**src/rtl/fmt_pkg.sv**
```systemverilog
package fmt_pkg;

  typedef enum logic [4:0] {
    SG_IDLE, SG_IGAP, SG_ISYNC, SG_IPRE, SG_IMARK, SG_PGAP, SG_WAIT,
    SG_HSYNC, SG_HPRE, SG_HMARK, SG_HFLD, SG_HCRC, SG_GAP2,
    SG_DSYNC, SG_DPRE, SG_DMARK, SG_FILL, SG_DCRC, SG_GAP3,
    SG_DONE, SG_TMO
  } seg_t;

  localparam logic [7:0] GAP_MFM   = 8'h4E;
  localparam logic [7:0] GAP_FM    = 8'hFF;
  localparam logic [7:0] PRE_INDEX = 8'hC2;
  localparam logic [7:0] PRE_FIELD = 8'hA1;
  localparam logic [7:0] MK_INDEX  = 8'hFC;
  localparam logic [7:0] MK_HEADER = 8'hFE;
  localparam logic [7:0] MK_DATA   = 8'hFB;

  localparam int LEN_IGAP_FM  = 40;
  localparam int LEN_IGAP_MFM = 80;
  localparam int LEN_SYNC_FM  = 6;
  localparam int LEN_SYNC_MFM = 12;
  localparam int LEN_PGAP_FM  = 26;
  localparam int LEN_PGAP_MFM = 50;
  localparam int LEN_GAP2_FM  = 11;
  localparam int LEN_GAP2_MFM = 22;
  localparam int LEN_PRE      = 3;
  localparam int LEN_ID       = 4;
  localparam int LEN_CRC      = 2;

  localparam logic [15:0] CRC_POLY = 16'h1021;
  localparam logic [15:0] CRC_INIT = 16'hFFFF;

  function automatic logic [15:0] crc_byte(input logic [15:0] c, input logic [7:0] d);
    logic [15:0] r;
    logic        fb;
    r = c;
    for (int i = 7; i >= 0; i--) begin
      fb = r[15] ^ d[i];
      r  = {r[14:0], 1'b0} ^ (fb ? CRC_POLY : 16'h0000);
    end
    return r;
  endfunction

endpackage

```
**src/rtl/fmt_crc.sv**
```systemverilog
module fmt_crc
  import fmt_pkg::*;
(
  input  logic        clk,
  input  logic        rst,
  input  logic        seed,
  input  logic        step,
  input  logic [7:0]  din,
  output logic [15:0] crc
);
  always_ff @(posedge clk) begin
    if (rst)       crc <= CRC_INIT;
    else if (seed) crc <= crc_byte(CRC_INIT, din);
    else if (step) crc <= crc_byte(crc, din);
  end
endmodule

```
**src/rtl/fmt_id_port.sv**
```systemverilog
module fmt_id_port #(
  parameter int TMO_CYCLES = 20000
) (
  input  logic        clk,
  input  logic        rst,
  input  logic        host_req,
  input  logic        host_valid,
  input  logic [7:0]  host_data,
  input  logic        flush,
  input  logic        arm,
  output logic        id_full,
  output logic        id_empty,
  output logic [31:0] id_flat,
  output logic        expired
);
  localparam int TMO_W = $clog2(TMO_CYCLES + 1);

  logic [2:0]       cnt_q;
  logic [3:0][7:0]  id_q;
  logic [TMO_W-1:0] tmr_q;

  always_ff @(posedge clk) begin
    if (rst) begin
      cnt_q <= '0;
      id_q  <= '0;
    end else if (flush) begin
      cnt_q <= '0;
    end else if (host_req && host_valid && !cnt_q[2]) begin
      id_q[cnt_q[1:0]] <= host_data;
      cnt_q            <= cnt_q + 3'd1;
    end
  end

  assign id_full  = cnt_q[2];
  assign id_empty = (cnt_q == 3'd0);
  assign id_flat  = id_q;

  always_ff @(posedge clk) begin
    if (rst || !arm)  tmr_q <= '0;
    else if (!expired) tmr_q <= tmr_q + 1'b1;
  end

  assign expired = (tmr_q == TMO_W'(TMO_CYCLES));
endmodule

```
**src/rtl/fmt_seq.sv**
```systemverilog
module fmt_seq
  import fmt_pkg::*;
#(
  parameter int REC_W = 14,
  parameter int GAP_W = 8,
  parameter int SEC_W = 8
) (
  input  logic             clk,
  input  logic             rst,
  input  logic             start,
  input  logic             cfg_mfm,
  input  logic [7:0]       cfg_filler,
  input  logic [GAP_W-1:0] cfg_gap3,
  input  logic [REC_W-1:0] cfg_reclen,
  input  logic [SEC_W-1:0] cfg_sectors,
  input  logic             id_full,
  input  logic             id_empty,
  input  logic [31:0]      id_flat,
  input  logic             expired,
  input  logic [15:0]      crc,
  input  logic             sym_take,
  output logic             flush,
  output logic             arm,
  output logic             host_req,
  output logic             crc_seed,
  output logic             crc_step,
  output logic [7:0]       crc_din,
  output logic             sym_valid,
  output logic [7:0]       sym_data,
  output logic             sym_mark,
  output logic             done,
  output logic             timeout
);
  localparam int CNT_A = (REC_W > GAP_W) ? REC_W : GAP_W;
  localparam int CNT_W = (CNT_A > 7) ? CNT_A : 7;

  seg_t             seg_q, nxt_seg;
  logic [CNT_W-1:0] cnt_q, seg_len;
  logic             mfm_q, first_q;
  logic [7:0]       fill_q;
  logic [GAP_W-1:0] gap3_q;
  logic [REC_W-1:0] rec_q;
  logic [SEC_W-1:0] left_q;
  logic             sv_q, sm_q;
  logic [7:0]       sd_q;

  logic       produce, load, last, idle_like;
  logic [7:0] cur_byte, gap_b;
  logic       cur_mark;

  always_comb begin
    case (seg_q)
      SG_IGAP:                      seg_len = mfm_q ? CNT_W'(LEN_IGAP_MFM) : CNT_W'(LEN_IGAP_FM);
      SG_ISYNC, SG_HSYNC, SG_DSYNC: seg_len = mfm_q ? CNT_W'(LEN_SYNC_MFM) : CNT_W'(LEN_SYNC_FM);
      SG_IPRE, SG_HPRE, SG_DPRE:    seg_len = CNT_W'(LEN_PRE);
      SG_PGAP:                      seg_len = mfm_q ? CNT_W'(LEN_PGAP_MFM) : CNT_W'(LEN_PGAP_FM);
      SG_HFLD:                      seg_len = CNT_W'(LEN_ID);
      SG_HCRC, SG_DCRC:             seg_len = CNT_W'(LEN_CRC);
      SG_GAP2:                      seg_len = mfm_q ? CNT_W'(LEN_GAP2_MFM) : CNT_W'(LEN_GAP2_FM);
      SG_FILL:                      seg_len = CNT_W'(rec_q);
      SG_GAP3:                      seg_len = CNT_W'(gap3_q);
      default:                      seg_len = CNT_W'(1);
    endcase
  end

  always_comb begin
    gap_b    = mfm_q ? GAP_MFM : GAP_FM;
    cur_byte = 8'h00;
    cur_mark = 1'b0;
    case (seg_q)
      SG_IGAP, SG_PGAP, SG_GAP2, SG_GAP3: cur_byte = gap_b;
      SG_IPRE:          begin cur_byte = PRE_INDEX; cur_mark = 1'b1;   end
      SG_HPRE, SG_DPRE: begin cur_byte = PRE_FIELD; cur_mark = 1'b1;   end
      SG_IMARK:         begin cur_byte = MK_INDEX;  cur_mark = !mfm_q; end
      SG_HMARK:         begin cur_byte = MK_HEADER; cur_mark = !mfm_q; end
      SG_DMARK:         begin cur_byte = MK_DATA;   cur_mark = !mfm_q; end
      SG_HFLD:          cur_byte = id_flat[{cnt_q[1:0], 3'b000} +: 8];
      SG_HCRC, SG_DCRC: cur_byte = cnt_q[0] ? crc[7:0] : crc[15:8];
      SG_FILL:          cur_byte = fill_q;
      default:          cur_byte = 8'h00;
    endcase
  end

  always_comb begin
    case (seg_q)
      SG_IGAP:  nxt_seg = SG_ISYNC;
      SG_ISYNC: nxt_seg = mfm_q ? SG_IPRE : SG_IMARK;
      SG_IPRE:  nxt_seg = SG_IMARK;
      SG_IMARK: nxt_seg = SG_PGAP;
      SG_PGAP:  nxt_seg = (left_q == '0) ? SG_DONE : SG_WAIT;
      SG_HSYNC: nxt_seg = mfm_q ? SG_HPRE : SG_HMARK;
      SG_HPRE:  nxt_seg = SG_HMARK;
      SG_HMARK: nxt_seg = SG_HFLD;
      SG_HFLD:  nxt_seg = SG_HCRC;
      SG_HCRC:  nxt_seg = SG_GAP2;
      SG_GAP2:  nxt_seg = SG_DSYNC;
      SG_DSYNC: nxt_seg = mfm_q ? SG_DPRE : SG_DMARK;
      SG_DPRE:  nxt_seg = SG_DMARK;
      SG_DMARK: nxt_seg = SG_FILL;
      SG_FILL:  nxt_seg = SG_DCRC;
      SG_DCRC:  nxt_seg = SG_GAP3;
      SG_GAP3:  nxt_seg = (left_q == SEC_W'(1)) ? SG_DONE : SG_WAIT;
      default:  nxt_seg = SG_IDLE;
    endcase
  end

  assign idle_like = (seg_q == SG_IDLE) || (seg_q == SG_DONE) || (seg_q == SG_TMO);
  assign produce   = !idle_like && (seg_q != SG_WAIT);
  assign load      = produce && (!sv_q || sym_take);
  assign last      = (cnt_q == seg_len - CNT_W'(1));

  always_ff @(posedge clk) begin
    if (rst) begin
      seg_q   <= SG_IDLE;
      cnt_q   <= '0;
      mfm_q   <= 1'b0;
      first_q <= 1'b0;
      fill_q  <= '0;
      gap3_q  <= '0;
      rec_q   <= '0;
      left_q  <= '0;
      sv_q    <= 1'b0;
      sd_q    <= '0;
      sm_q    <= 1'b0;
    end else begin
      if (load) begin
        sv_q <= 1'b1;
        sd_q <= cur_byte;
        sm_q <= cur_mark;
      end else if (sym_take) begin
        sv_q <= 1'b0;
      end

      if (idle_like) begin
        if (start && !sv_q) begin
          seg_q   <= SG_IGAP;
          cnt_q   <= '0;
          first_q <= 1'b1;
          mfm_q   <= cfg_mfm;
          fill_q  <= cfg_filler;
          gap3_q  <= cfg_gap3;
          rec_q   <= cfg_reclen;
          left_q  <= cfg_sectors;
        end
      end else if (seg_q == SG_WAIT) begin
        if (id_full) begin
          seg_q   <= SG_HSYNC;
          cnt_q   <= '0;
          first_q <= 1'b0;
        end else if (expired) begin
          seg_q <= SG_TMO;
        end
      end else if (load) begin
        if (last) begin
          seg_q <= nxt_seg;
          cnt_q <= '0;
          if (seg_q == SG_GAP3) left_q <= left_q - SEC_W'(1);
        end else begin
          cnt_q <= cnt_q + CNT_W'(1);
        end
      end
    end
  end

  assign flush    = (seg_q == SG_WAIT) && id_full;
  assign arm      = (seg_q == SG_WAIT) && first_q && id_empty;
  assign host_req = (seg_q == SG_WAIT) && !id_full;

  assign crc_din  = cur_byte;
  assign crc_seed = load && ((((seg_q == SG_HPRE) || (seg_q == SG_DPRE)) && (cnt_q == '0)) ||
                             (((seg_q == SG_HMARK) || (seg_q == SG_DMARK)) && !mfm_q));
  assign crc_step = load && ((seg_q == SG_HPRE) || (seg_q == SG_DPRE) || (seg_q == SG_HMARK) ||
                             (seg_q == SG_DMARK) || (seg_q == SG_HFLD) || (seg_q == SG_FILL));

  assign sym_valid = sv_q;
  assign sym_data  = sd_q;
  assign sym_mark  = sm_q;
  assign done      = (seg_q == SG_DONE) && !sv_q;
  assign timeout   = (seg_q == SG_TMO);
endmodule

```
**src/rtl/fmt_track_gen.sv**
```systemverilog
module fmt_track_gen #(
  parameter int REC_W      = 14,
  parameter int GAP_W      = 8,
  parameter int SEC_W      = 8,
  parameter int TMO_CYCLES = 20000
) (
  input  logic             clk,
  input  logic             rst,
  input  logic             start,
  input  logic             cfg_mfm,
  input  logic [7:0]       cfg_filler,
  input  logic [GAP_W-1:0] cfg_gap3,
  input  logic [REC_W-1:0] cfg_reclen,
  input  logic [SEC_W-1:0] cfg_sectors,
  output logic             host_req,
  input  logic             host_valid,
  input  logic [7:0]       host_data,
  output logic             sym_valid,
  output logic [7:0]       sym_data,
  output logic             sym_mark,
  input  logic             sym_take,
  output logic             done,
  output logic             timeout
);
  logic        flush, arm, id_full, id_empty, expired;
  logic [31:0] id_flat;
  logic        crc_seed, crc_step;
  logic [7:0]  crc_din;
  logic [15:0] crc;

  fmt_id_port #(.TMO_CYCLES(TMO_CYCLES)) u_ids (
    .clk(clk), .rst(rst), .host_req(host_req), .host_valid(host_valid),
    .host_data(host_data), .flush(flush), .arm(arm), .id_full(id_full),
    .id_empty(id_empty), .id_flat(id_flat), .expired(expired)
  );

  fmt_crc u_crc (
    .clk(clk), .rst(rst), .seed(crc_seed), .step(crc_step), .din(crc_din), .crc(crc)
  );

  fmt_seq #(.REC_W(REC_W), .GAP_W(GAP_W), .SEC_W(SEC_W)) u_seq (
    .clk(clk), .rst(rst), .start(start), .cfg_mfm(cfg_mfm), .cfg_filler(cfg_filler),
    .cfg_gap3(cfg_gap3), .cfg_reclen(cfg_reclen), .cfg_sectors(cfg_sectors),
    .id_full(id_full), .id_empty(id_empty), .id_flat(id_flat), .expired(expired),
    .crc(crc), .sym_take(sym_take), .flush(flush), .arm(arm), .host_req(host_req),
    .crc_seed(crc_seed), .crc_step(crc_step), .crc_din(crc_din),
    .sym_valid(sym_valid), .sym_data(sym_data), .sym_mark(sym_mark),
    .done(done), .timeout(timeout)
  );
endmodule

```
**config.mk**
```make
export PLATFORM = sky130hd
export DESIGN_NAME = fmt_track_gen
export DESIGN_NICKNAME = d
export VERILOG_FILES = /design/src/rtl/fmt_pkg.sv /design/src/rtl/fmt_crc.sv /design/src/rtl/fmt_id_port.sv /design/src/rtl/fmt_seq.sv /design/src/rtl/fmt_track_gen.sv
export SDC_FILE = /design/constraint.sdc
export NUM_CORES = 1
export LEC_CHECK = 0
export BUFFER_PORTS_ARGS = -buffer_cell sky130_fd_sc_hd__buf_2
export CORE_ASPECT_RATIO = 1.1
export CORE_MARGIN = 2
export CORE_UTILIZATION = 60
export DETAILED_ROUTE_END_ITERATION = 10
export GPL_TIMING_DRIVEN = 0
export HOLD_SLACK_MARGIN = 0.12
export PLACE_DENSITY = 0.91
export SLEW_MARGIN = 20
export SYNTH_ARGS = -nofsm -noshare
export SYNTH_HDL_FRONTEND = slang
export SYNTH_SLANG_ARGS = --single-unit
```
**constraint.sdc**
```tcl
create_clock -name clk -period 4.1 [get_ports clk]
set_input_delay 0.41 -clock clk [delete_from_list [all_inputs] [get_ports clk]]
set_output_delay 0.41 -clock clk [all_outputs]
set_load 0.01 [all_outputs]
```
==> results.sh <==
export IMPL_r2r_slack_ns=0.12
export IMPL_worstSetupStartpointType="register"
export IMPL_cts_tree="built"
export IMPL_antennaDiodeCount=0
export IMPL_path_buf_inv=4
export IMPL_drive_above_1_share=0.145
export IMPL_max_freq_mhz=252
export IMPL_drv_cap=0
export IMPL_grt_max_degree=17
export IMPL_worst_setup_hold_path_clk_slew_ns=0.06
export IMPL_die_h_um=126
export IMPL_synth_edf_count=0
export IMPL_cts_max_path_buffers=2
export IMPL_numCtsBuffers=17
export IMPL_rows=44
export IMPL_cp_slowest_cell="nand4b_1"
export IMPL_wl_per_cell_um=19.3
export IMPL_port_buffer_count=64
export IMPL_numClockSinks=135
export IMPL_worstMarginPinSlew_ns=0.948
export IMPL_finalMaxSlewViolations=0
export IMPL_reg2reg_depth=17
export IMPL_power_density_mw_per_mm2=656
export IMPL_path_class="register to register"
export IMPL_utilization=0.706
export IMPL_fin_crit_sh=0.970
export IMPL_grt_pass1_wl_um=40100
export IMPL_yosys_warnings=0
export IMPL_final_area_mm2=0.00928
export IMPL_grt_pass1_vias=8011
export IMPL_synthesis_area_mm2=0.00807
export IMPL_ys_types=83
export IMPL_peakVddDrop_mv=0.383
export IMPL_initialDrtViolationCount=1140
export IMPL_cp_arrival_ns=4.27
export IMPL_vias=8538
export IMPL_totalWireLength_um=25400
export IMPL_status="finished, final reports clean"
export IMPL_fp_dieW_um=115
export IMPL_crit_path_end_kind="register"
export IMPL_h_tree_depth=4
export IMPL_drtPass1Iterations=8
export IMPL_pin_count=65
export IMPL_hold_buffers=0
export IMPL_crit_required_ns=4.39
export IMPL_nNetsFinal=1207
export IMPL_synth_nets=1118
export IMPL_power_leakage_nw=3.34
export IMPL_ant_nets=0
export IMPL_ys_seq_area_frac=0.335
export IMPL_timing_rr_end="u_seq.seg_q[3]"
export IMPL_avgSynthCellArea_um2=7.65
export IMPL_cp_slowest_stage_delay_ns=0.36
export IMPL_insertion_delay_ns=0.43
export IMPL_hold_path_class="input port to register"
export IMPL_crit_top_cell="buf_4"
export IMPL_instances_no_fill=1316
export IMPL_yosys_register_bits=135
export IMPL_max_slew_margin=0.366
export IMPL_period_minus_slack_ns=3.98
export IMPL_die_area_mm2=0.0144
export IMPL_grtUsageTotal=0.354
export IMPL_holdCritStartpoint="cfg_reclen[10]"
export IMPL_ys_flop_type="dfxtp_1"
export IMPL_dp_cells=1280
export IMPL_r2r_start="u_seq.seg_q[0]"
export IMPL_min_path_cells=3
export IMPL_synthArstFlopShare=0
export IMPL_crit_chain="buf_4 -> buf_4 -> nor2_1 -> o21ai_1 -> a21oi_2 -> or2_4 -> inv_1 -> ha_2 -> xnor2_1 -> a41oi_1 -> nand4b_1 -> a41oi_1 -> o21ai_0 -> nand4b_1 -> buf_4 -> o311ai_0 -> o21ai_0"
export IMPL_worst_path_max_fanout=10
export IMPL_fin_worst_skew_ns=0.0107
export IMPL_overflow=0
export IMPL_synthCells=1055
export IMPL_cp_top_family="compound AO/OA/AOI/OAI gates"
export IMPL_area_growth_pct=15.0
export IMPL_place_congestion=1.01
export IMPL_route_detailed_drc=0
export IMPL_viasPerCell=6.49
export IMPL_placed_area_mm2=0.00860
export IMPL_hold_path_end="u_seq.rec_q[10]"
export IMPL_hold_viol=0
export IMPL_start_util=0.613
export IMPL_antenna_found_initial=0
export IMPL_finalSetupViolCount=0
export IMPL_coreArea_mm2=0.0132
export IMPL_hpwl_um=18400
export IMPL_root_buffer="clkbuf_16"
export IMPL_holdWs_ns=0.213
[area by class of cell]
class	instances	area (um^2)
multi-input cells	822	5010
fillers	1030	3870
flip-flops and latches	135	2700
clock buffers	19	453
repair buffers	72	380
plain buffers	70	329
well taps	161	201
clock inverters	11	104
inverters	26	97.6
[synthesized netlist by cell type, types with 6 or more instances]
| cell type | instances | area (um^2) |
|---|---|---|
| a211oi_1 | 16 | 120 |
| a21oi_1 | 111 | 556 |
| a31oi_1 | 10 | 62.6 |
| a32oi_1 | 6 | 52.6 |
| and2_1 | 7 | 43.8 |
| and3_1 | 8 | 50.1 |
| buf_4 | 6 | 45.0 |
| clkbuf_1 | 57 | 214 |
| dfxtp_1 | 135 | 2700 |
| ha_1 | 11 | 138 |
| inv_1 | 25 | 93.8 |
| mux2i_1 | 18 | 180 |
| mux4_2 | 8 | 180 |
| nand2_1 | 174 | 653 |
| nand2b_1 | 10 | 62.6 |
| nand3_1 | 56 | 280 |
| nand3b_1 | 7 | 52.6 |
| nand4_1 | 9 | 56.3 |
| nor2_1 | 96 | 360 |
| nor2b_1 | 11 | 68.8 |
| nor3_1 | 30 | 150 |
| nor4_1 | 11 | 68.8 |
| o21ai_0 | 44 | 220 |
| o22ai_1 | 9 | 56.3 |
| or3_1 | 8 | 50.1 |
| xnor2_1 | 27 | 236 |
| xor2_1 | 29 | 254 |
[cells in the final DEF (no fill, tap or decap), types with 17 or more instances in the layout]
cell	n
nand3_1	55
xor2_1	29
nor3_1	30
clkbuf_1	51
buf_2	65
nor2_1	96
nand2_1	174
clkbuf_16	17
a21oi_1	110
dfxtp_1	134
o21ai_0	43
mux2i_1	18
inv_1	25
xnor2_1	27
[routing by layer]
metal | GRT usage | up-vias | share of wire
met4 | 0.208 | 0 | 0.051
met3 | 0.0674 | 123 | 0.084
met2 | 0.580 | 503 | 0.47
met5 | 0 | - | 0
li1 | - | 3946 | -
met1 | 0.430 | 3966 | 0.39
[worst max-delay path by stage]
stage | start | slack (ns) | depth (start not counted) | endpoint
floorplan | u_seq.seg_q[0] | 0.48 | 16 | u_seq.left_q[6]
global placement | u_seq.seg_q[1] | -0.35 | 18 | u_seq.cnt_q[10]
detailed placement | u_seq.seg_q[1] | -0.37 | 18 | u_seq.cnt_q[4]
CTS | u_seq.seg_q[1] | 0.01 | 14 | u_seq.left_q[6]
global route | u_seq.seg_q[2] | -0.01 | 16 | u_seq.left_q[6]
finish | u_seq.seg_q[0] | 0.12 | 17 | u_seq.seg_q[3]
[sequential cells by signal, indices dropped and copies added (netlist names)]
register,cells
u_seq.left_q,8
u_seq.sym_mark,1
u_seq.sym_data,8
u_crc.crc,16
u_ids.cnt_q,3
u_seq.mfm_q,1
u_seq.cnt_q,14
u_ids.id_flat,32
u_seq.fill_q,8
u_seq.first_q,1
u_seq.rec_q,14
u_seq.sym_valid,1
u_seq.gap3_q,8
u_ids.tmr_q,15
u_seq.seg_q,5
[worst register-to-register path: cells and delay by family (launching register included)]
family,cells,cell delay [ns]
AOI/OAI and AO/OA,7,1.37
and+or+nand+nor,4,0.99
buffers and inverters,4,0.69
DFF,1,0.34
adders and majority gates,1,0.29
xor gates and xnor gates,1,0.14
[per-stage QoR]
| step | power (mW) | setup slack [ns] | setup TNS (ns) |
|---|---|---|---|
| 5_1_grt | 6.40 | -0.0108 | -0.0168 |
| 2_1_floorplan | 3.72 | 0.484 | 0 |
| 6_report | 6.09 | 0.125 | 0 |
| 4_1_cts | 5.89 | 0.0121 | 0 |
| 3_5_place_dp | 4.41 | -0.369 | -5.38 |
| 3_3_place_gp | 4.37 | -0.354 | -5.09 |
[repair_timing]
| action | CTS | global route |
|---|---|---|
| pin swaps | 2 | 7 |
| endpoints found under the setup margin | 28 | 31 |
| resized for setup | 11 | 16 |
| gates cloned | 0 | 0 |
| setup buffers | 2 | 6 |
[cell families after synthesis]
| logic type | Yosys count | synth area share |
|---|---|---|
| xor gates and xnor gates | 58 | 0.0664 |
| and+or+nand+nor | 460 | 0.272 |
| adders and majority gates | 11 | 0.0171 |
| muxes | 28 | 0.0474 |
| buffers and inverters | 98 | 0.0516 |
| DFF | 135 | 0.335 |
| AOI/OAI and AO/OA | 265 | 0.211 |
[power by group]
group	total (mW)	internal, mW	switching [mW]	leakage (nW)
combinational	3.03	1.16	1.87	1.99
clock	1.44	0.856	0.587	0.259
sequential	1.61	1.48	0.133	1.10
No activity file was read; power rests on OpenSTA's default activity.
